<file path="config.mk">
export PLATFORM = sky130hd
export DESIGN_NAME = sdram_cmd_tracker
export DESIGN_NICKNAME = d
export VERILOG_FILES = /design/src/rtl/sdram_trk_pkg.sv /design/src/rtl/sdram_cmd_decode.sv /design/src/rtl/sdram_bank_slot.sv /design/src/rtl/sdram_cmd_tracker.sv
export SDC_FILE = /design/constraint.sdc
export NUM_CORES = 1
export LEC_CHECK = 0
export ABC_AREA = 1
export BUFFER_PORTS_ARGS = -buffer_cell sky130_fd_sc_hd__buf_4
export CAP_MARGIN = 0
export CORE_MARGIN = 10
export CORE_UTILIZATION = 53
export DETAILED_ROUTE_END_ITERATION = 8
export PLACE_DENSITY = 0.86
export RECOVER_POWER = 25
export SLEW_MARGIN = 15
export SYNTH_ARGS = -nofsm -noshare
export SYNTH_HDL_FRONTEND = slang
export SYNTH_SLANG_ARGS = --single-unit
</file>
<file path="constraint.sdc">
create_clock -name clk -period 3.4 [get_ports clk]
set_clock_uncertainty 0.1 [all_clocks]
set_input_delay 0.68 -clock clk [delete_from_list [all_inputs] [get_ports clk]]
set_output_delay 0.68 -clock clk [all_outputs]
set_load 0.005 [all_outputs]
</file>
<file path="src/rtl/sdram_trk_pkg.sv">
package sdram_trk_pkg;

  typedef enum logic [3:0] {
    CMD_NOP  = 4'd0,
    CMD_MRS  = 4'd1,
    CMD_AREF = 4'd2,
    CMD_SREF = 4'd3,
    CMD_ACT  = 4'd4,
    CMD_RD   = 4'd5,
    CMD_WR   = 4'd6,
    CMD_PRE  = 4'd7,
    CMD_PREA = 4'd8,
    CMD_BST  = 4'd9
  } cmd_e;

endpackage

</file>
<file path="src/rtl/sdram_cmd_decode.sv">
module sdram_cmd_decode
  import sdram_trk_pkg::*;
(
  input  logic cke_prev,
  input  logic cke_cur,
  input  logic cs_n,
  input  logic ras_n,
  input  logic cas_n,
  input  logic we_n,
  input  logic a10,
  output cmd_e cmd,
  output logic bank_cmd,
  output logic col_cmd
);

  always_comb begin
    cmd = CMD_NOP;
    if (cke_prev && !cs_n) begin
      case ({ras_n, cas_n, we_n})
        3'b000:  cmd = CMD_MRS;
        3'b001:  cmd = cke_cur ? CMD_AREF : CMD_SREF;
        3'b011:  cmd = CMD_ACT;
        3'b101:  cmd = CMD_RD;
        3'b100:  cmd = CMD_WR;
        3'b010:  cmd = a10 ? CMD_PREA : CMD_PRE;
        3'b110:  cmd = CMD_BST;
        default: cmd = CMD_NOP;
      endcase
    end
  end

  assign col_cmd  = (cmd == CMD_RD) || (cmd == CMD_WR);
  assign bank_cmd = col_cmd || (cmd == CMD_ACT) || (cmd == CMD_PRE);

endmodule

</file>
<file path="src/rtl/sdram_bank_slot.sv">
module sdram_bank_slot (
  input  logic clk,
  input  logic rst_n,
  input  logic open_req,
  input  logic close_req,
  output logic is_open
);

  always_ff @(posedge clk or negedge rst_n) begin
    if (!rst_n)         is_open <= 1'b0;
    else if (close_req) is_open <= 1'b0;
    else if (open_req)  is_open <= 1'b1;
  end

endmodule

</file>
<file path="src/rtl/sdram_cmd_tracker.sv">
module sdram_cmd_tracker
  import sdram_trk_pkg::*;
#(
  parameter  int NUM_BANKS = 4,
  localparam int BA_W      = (NUM_BANKS > 1) ? $clog2(NUM_BANKS) : 1
) (
  input  logic                 clk,
  input  logic                 rst_n,
  input  logic                 cke_prev,
  input  logic                 cke_cur,
  input  logic                 cs_n,
  input  logic                 ras_n,
  input  logic                 cas_n,
  input  logic                 we_n,
  input  logic [BA_W-1:0]      ba,
  input  logic                 a10,
  output cmd_e                 cmd_o,
  output logic [BA_W-1:0]      bank_o,
  output logic                 auto_pre_o,
  output logic [NUM_BANKS-1:0] bank_open_o,
  output logic                 all_idle_o,
  output logic                 illegal_o
);

  cmd_e                 dec_cmd;
  logic                 dec_bank;
  logic                 dec_col;
  logic [NUM_BANKS-1:0] open_q;
  logic [NUM_BANKS-1:0] sel;
  logic [NUM_BANKS-1:0] set_v;
  logic [NUM_BANKS-1:0] clr_v;
  logic                 any_open;
  logic                 tgt_open;
  logic                 ill;

  sdram_cmd_decode u_dec (
    .cke_prev (cke_prev),
    .cke_cur  (cke_cur),
    .cs_n     (cs_n),
    .ras_n    (ras_n),
    .cas_n    (cas_n),
    .we_n     (we_n),
    .a10      (a10),
    .cmd      (dec_cmd),
    .bank_cmd (dec_bank),
    .col_cmd  (dec_col)
  );

  always_comb begin
    sel     = '0;
    sel[ba] = 1'b1;
  end

  assign any_open = |open_q;
  assign tgt_open = |(open_q & sel);

  // Legality against the bank state as it stands before this command.
  always_comb begin
    case (dec_cmd)
      CMD_MRS, CMD_AREF, CMD_SREF: ill = any_open;
      CMD_ACT:                     ill = tgt_open;
      CMD_RD, CMD_WR:              ill = !tgt_open;
      default:                     ill = 1'b0;
    endcase
  end

  for (genvar i = 0; i < NUM_BANKS; i++) begin : g_bank
    assign set_v[i] = (dec_cmd == CMD_ACT) && !ill && sel[i];
    assign clr_v[i] = (dec_cmd == CMD_PREA)
                    || ((dec_cmd == CMD_PRE) && sel[i])
                    || (dec_col && a10 && !ill && sel[i]);

    sdram_bank_slot u_slot (
      .clk       (clk),
      .rst_n     (rst_n),
      .open_req  (set_v[i]),
      .close_req (clr_v[i]),
      .is_open   (open_q[i])
    );
  end

  always_ff @(posedge clk or negedge rst_n) begin
    if (!rst_n) begin
      cmd_o      <= CMD_NOP;
      bank_o     <= '0;
      auto_pre_o <= 1'b0;
      illegal_o  <= 1'b0;
    end else begin
      cmd_o      <= dec_cmd;
      bank_o     <= dec_bank ? ba : '0;
      auto_pre_o <= dec_col & a10;
      illegal_o  <= ill;
    end
  end

  assign bank_open_o = open_q;
  assign all_idle_o  = ~any_open;

endmodule

</file>
==> impl_summary.txt <==
----------------------------------------------------
[Timing]
  Final-report hold violation count ... 0
  RSZ-0062 raised after global routing ... no
  Ratio of final minimum period to clock period ... around 54%
  Final worst path period need ... 1840 ps
  Final count of pins violating max slew ... 0
  Fmax ... around 540 MHz
  Setup violation total in the final timing report ... 0
  Relative slew margins ... between 50% and 60%
  Setup Total Neg Slack ... 0 ps
  Transition time at the pin with the least slew margin ... approximately 640 ps
  Fin Hold WS ... 293 ps

[Clocking]
  Latest clock arrival within the worst-skew pair ... 280 ps
  Postcts setup bufs ... 0
  Clock Root Buffer ... clkbuf_4
  Cts bufs inserted ... 3
  Cts-stage hold buffer count ... 0
  H-tree depth ... 1
  Number of buffers on the longest clock path ... 2
  CTS tree ... done
  Clock net sink count ... 12
  Post-CTS clock slew at the launch and capture registers of the worst setup and hold paths ... approximately 80 ps
  Number of cells upsized or downsized after cts ... 0

[Critical path]
  CP max FO ... 4
  Nature of the critical path startpoint ... flop
  Data required time of the worst path ... 2620 ps
  Startpoint of the lowest-slack register-to-register path ... g_bank[2].u_slot.is_open
  CP Capture Type ... primary output
  Worst Setup Path Type ... flop to primary output
  Arr. time, crit path ... between 1000 and 1500 ps
  Worst setup path startpoint ... g_bank[2].u_slot.is_open

[Global route]
  Largest net degree at the start of global routing ... 13
  Initial antenna violation count ... 0
  Global Route Usage Sum ... a little under an eighth
  Wire length of the first global-routing pass ... ~3300 µm
  Via count of the first global-routing pass ... roughly 760
  Overflow after GRT ... 0

[Yosys]
  Avg Synthesized Cell Area ... around 7.6 µm²
  Synthesized Nets ... 113
  Combinational family with the most area after synthesis ... simple AND/OR/NAND/NOR gates
  Post-Synth Adder-Cell Area ... 0%
  Compound-gate portion of the synthesized area ... 5.82%
  Count of distinct cell types in the synthesized netlist ... 18
  Fraction of synthesized area in multiplexers ... 0%
  Xor and xnor area share after synthesis ... 0%
  Portion of the post-synthesis area used by sequential elements ... 38.8%
  Yosys warns ... 0
  FF+latch count, synth ... 12
  Dominant cells by area after synthesis ... dfrtp_1, nand2_1, nor2_1, inv_1, nand3_1
  Number of cells produced by synthesis ... about 100
  Largest area contributor in the netlist ... dfrtp_1
  Cell area after synthesis ... 774 µm²
  Fraction of the mapped netlist area in simple logic gates ... between 40% and 50%
  Proportion of netlist area held by the largest area contributor ... between 30% and 40%

[Worst hold path]
  Min-delay worst type ... input pin to asynchronous set/reset pin

[Final layout]
  Share of cells above drive strength 1 ... between 30% and 40%
  Synth-to-layout area growth ... 23.3%
  Most used cells in the layout excluding fill and tap cells ... buf_4, nor2_1, nand2_1
  Layout Nets ... about 140
  Antenna diode instance count ... 0
  Leading cell type in the layout, fill and taps excluded ... buf_4

[Power and ir drop]
  Static power due to leakage ... 0.000549 µW
  Power density over cell area ... between 400 and 500 nW/µm²
  Max VDD drop ... between 0.15 and 0.2 mV

[Floorplan]
  CORE AREA ... around 1300 µm²
  Die Ht ... ~58 µm
  Boundary Pins ... 24
  Die ar. ... about 3400 µm²
  Row cnt ... 13
  Starting density of the core ... ~58%
  Die W ... a little under 60 µm

[Placed design]
  Number of buffers inserted by port buffering ... 23
  Final weighted congestion in routability-driven placement ... around 0.83
  Detailed placement HPWL ... between 1500 and 2000 µm

[Route]
  TritonRoute pass-1 iters ... 4
  Post-Route WL ... about 1800 µm
  Number of vias per cell after detailed routing ... 5.27
  Routed wire length on met3 ... approximately 120 µm
  DRC violations left ... 0
  Wire length on met2 ... between 900 and 1000 µm
  M1 wire length ... between 700 and 800 µm
  Count of nets left with antenna violations after detail routing ... 0
  Iter 0 DRT Violations ... 17
  Via Count ... between 700 and 800
  Avg WL per Cell ... approximately 13 µm
  Highest signal layer in the routed design ... met4

[Run status]
  Run status ... finished, final reports clean

[Run]
  Max-cap violations ... 0

----------------------------------------------------
==> cells in the mapped netlist <==
cell type / count
nor3_4: 1
inv_2: 5
nand2_4: 1
inv_1: 13
buf_4: 4
o21ai_1: 1
dfrtp_1: 12
nand4_1: 7
nand3_1: 9
nor2_4: 3
nor2_1: 16
nand3_2: 1
nand4_2: 1
a21oi_1: 8
nand2_2: 2
nand2_1: 16
nor2_2: 1
nand3b_4: 1
==> layer usage <==
| metal | vias to the layer above | track usage, % |
|---|---|---|
| met3 | 3 | 3.92 |
| met5 | - | 0 |
| met4 | 0 | 7.05 |
| met1 | 334 | 12.5 |
| met2 | 25 | 19.6 |
| li1 | 370 | - |
==> stage by stage <==
| stage | util [%] | worst slack, ps | instances | cell area [µm²] | total power, µW |
|---|---|---|---|---|---|
| 3_3_place_gp | 70.2 | 1400 | 136 | 936 | 307 |
| 3_5_place_dp | 70.2 | 1370 | 136 | 936 | 310 |
| 2_1_floorplan | - | 1640 | 102 | 774 | 260 |
| 5_1_grt | 71.6 | 1470 | 139 | 955 | 422 |
| 6_report | 71.6 | 1560 | 139 | 955 | 394 |
| 4_1_cts | 71.9 | 1570 | 139 | 958 | 397 |
==> flip-flops by register name (all words and copies together), names as in the netlist <==
signal / flops
bank_o: 2
g_bank.u_slot.is_open: 4
illegal_o: 1
cmd_o: 4
auto_pre_o: 1
==> critical path, cell delays in order (launching register included) <==
cell and delay [ps]:
dfrtp_1 420, nor2_1 120, nand2_1 90, inv_1 60, buf_4 100
==> where the power goes <==
part | internal, µW | total, µW | switching, µW
combinational | 60.4 | 128 | 67.6
sequential | 161 | 178 | 17.3
clock | 41.1 | 88.1 | 47.0
total | 263 | 394 | 132
==> worst paths after layout <==
kind / to / slack [ps] / cells past startpoint
max in group asynchronous: bank_o[0] / 2490 / 1
worst max register to register: g_bank[3].u_slot.is_open / 2000 / 7
worst max-delay path: all_idle_o / 1560 / 4
min in group clk: g_bank[0].u_slot.is_open / 480 / 2
worst min register to register: g_bank[0].u_slot.is_open / 480 / 2
worst min-delay path: bank_o[1] / 290 / 1
==> cells by family after synthesis <==
family                 Yosys count
buffers and inverters           22
AOI/OAI and AO/OA                9
and+or+nand+nor                 59
DFF                             12
==> layout make-up <==
| type | count | area (µm²) |
|---|---|---|
| Fill cell | 112 | 379 |
| Multi-Input combinational cell | 68 | 377 |
| Sequential cell | 12 | 300 |
| Timing Repair Buffer | 23 | 169 |
| Inverter | 18 | 67.6 |
| Clock buffer | 3 | 22.5 |
| Tap cell | 15 | 18.8 |
Power figures use the tool's default switching activity.
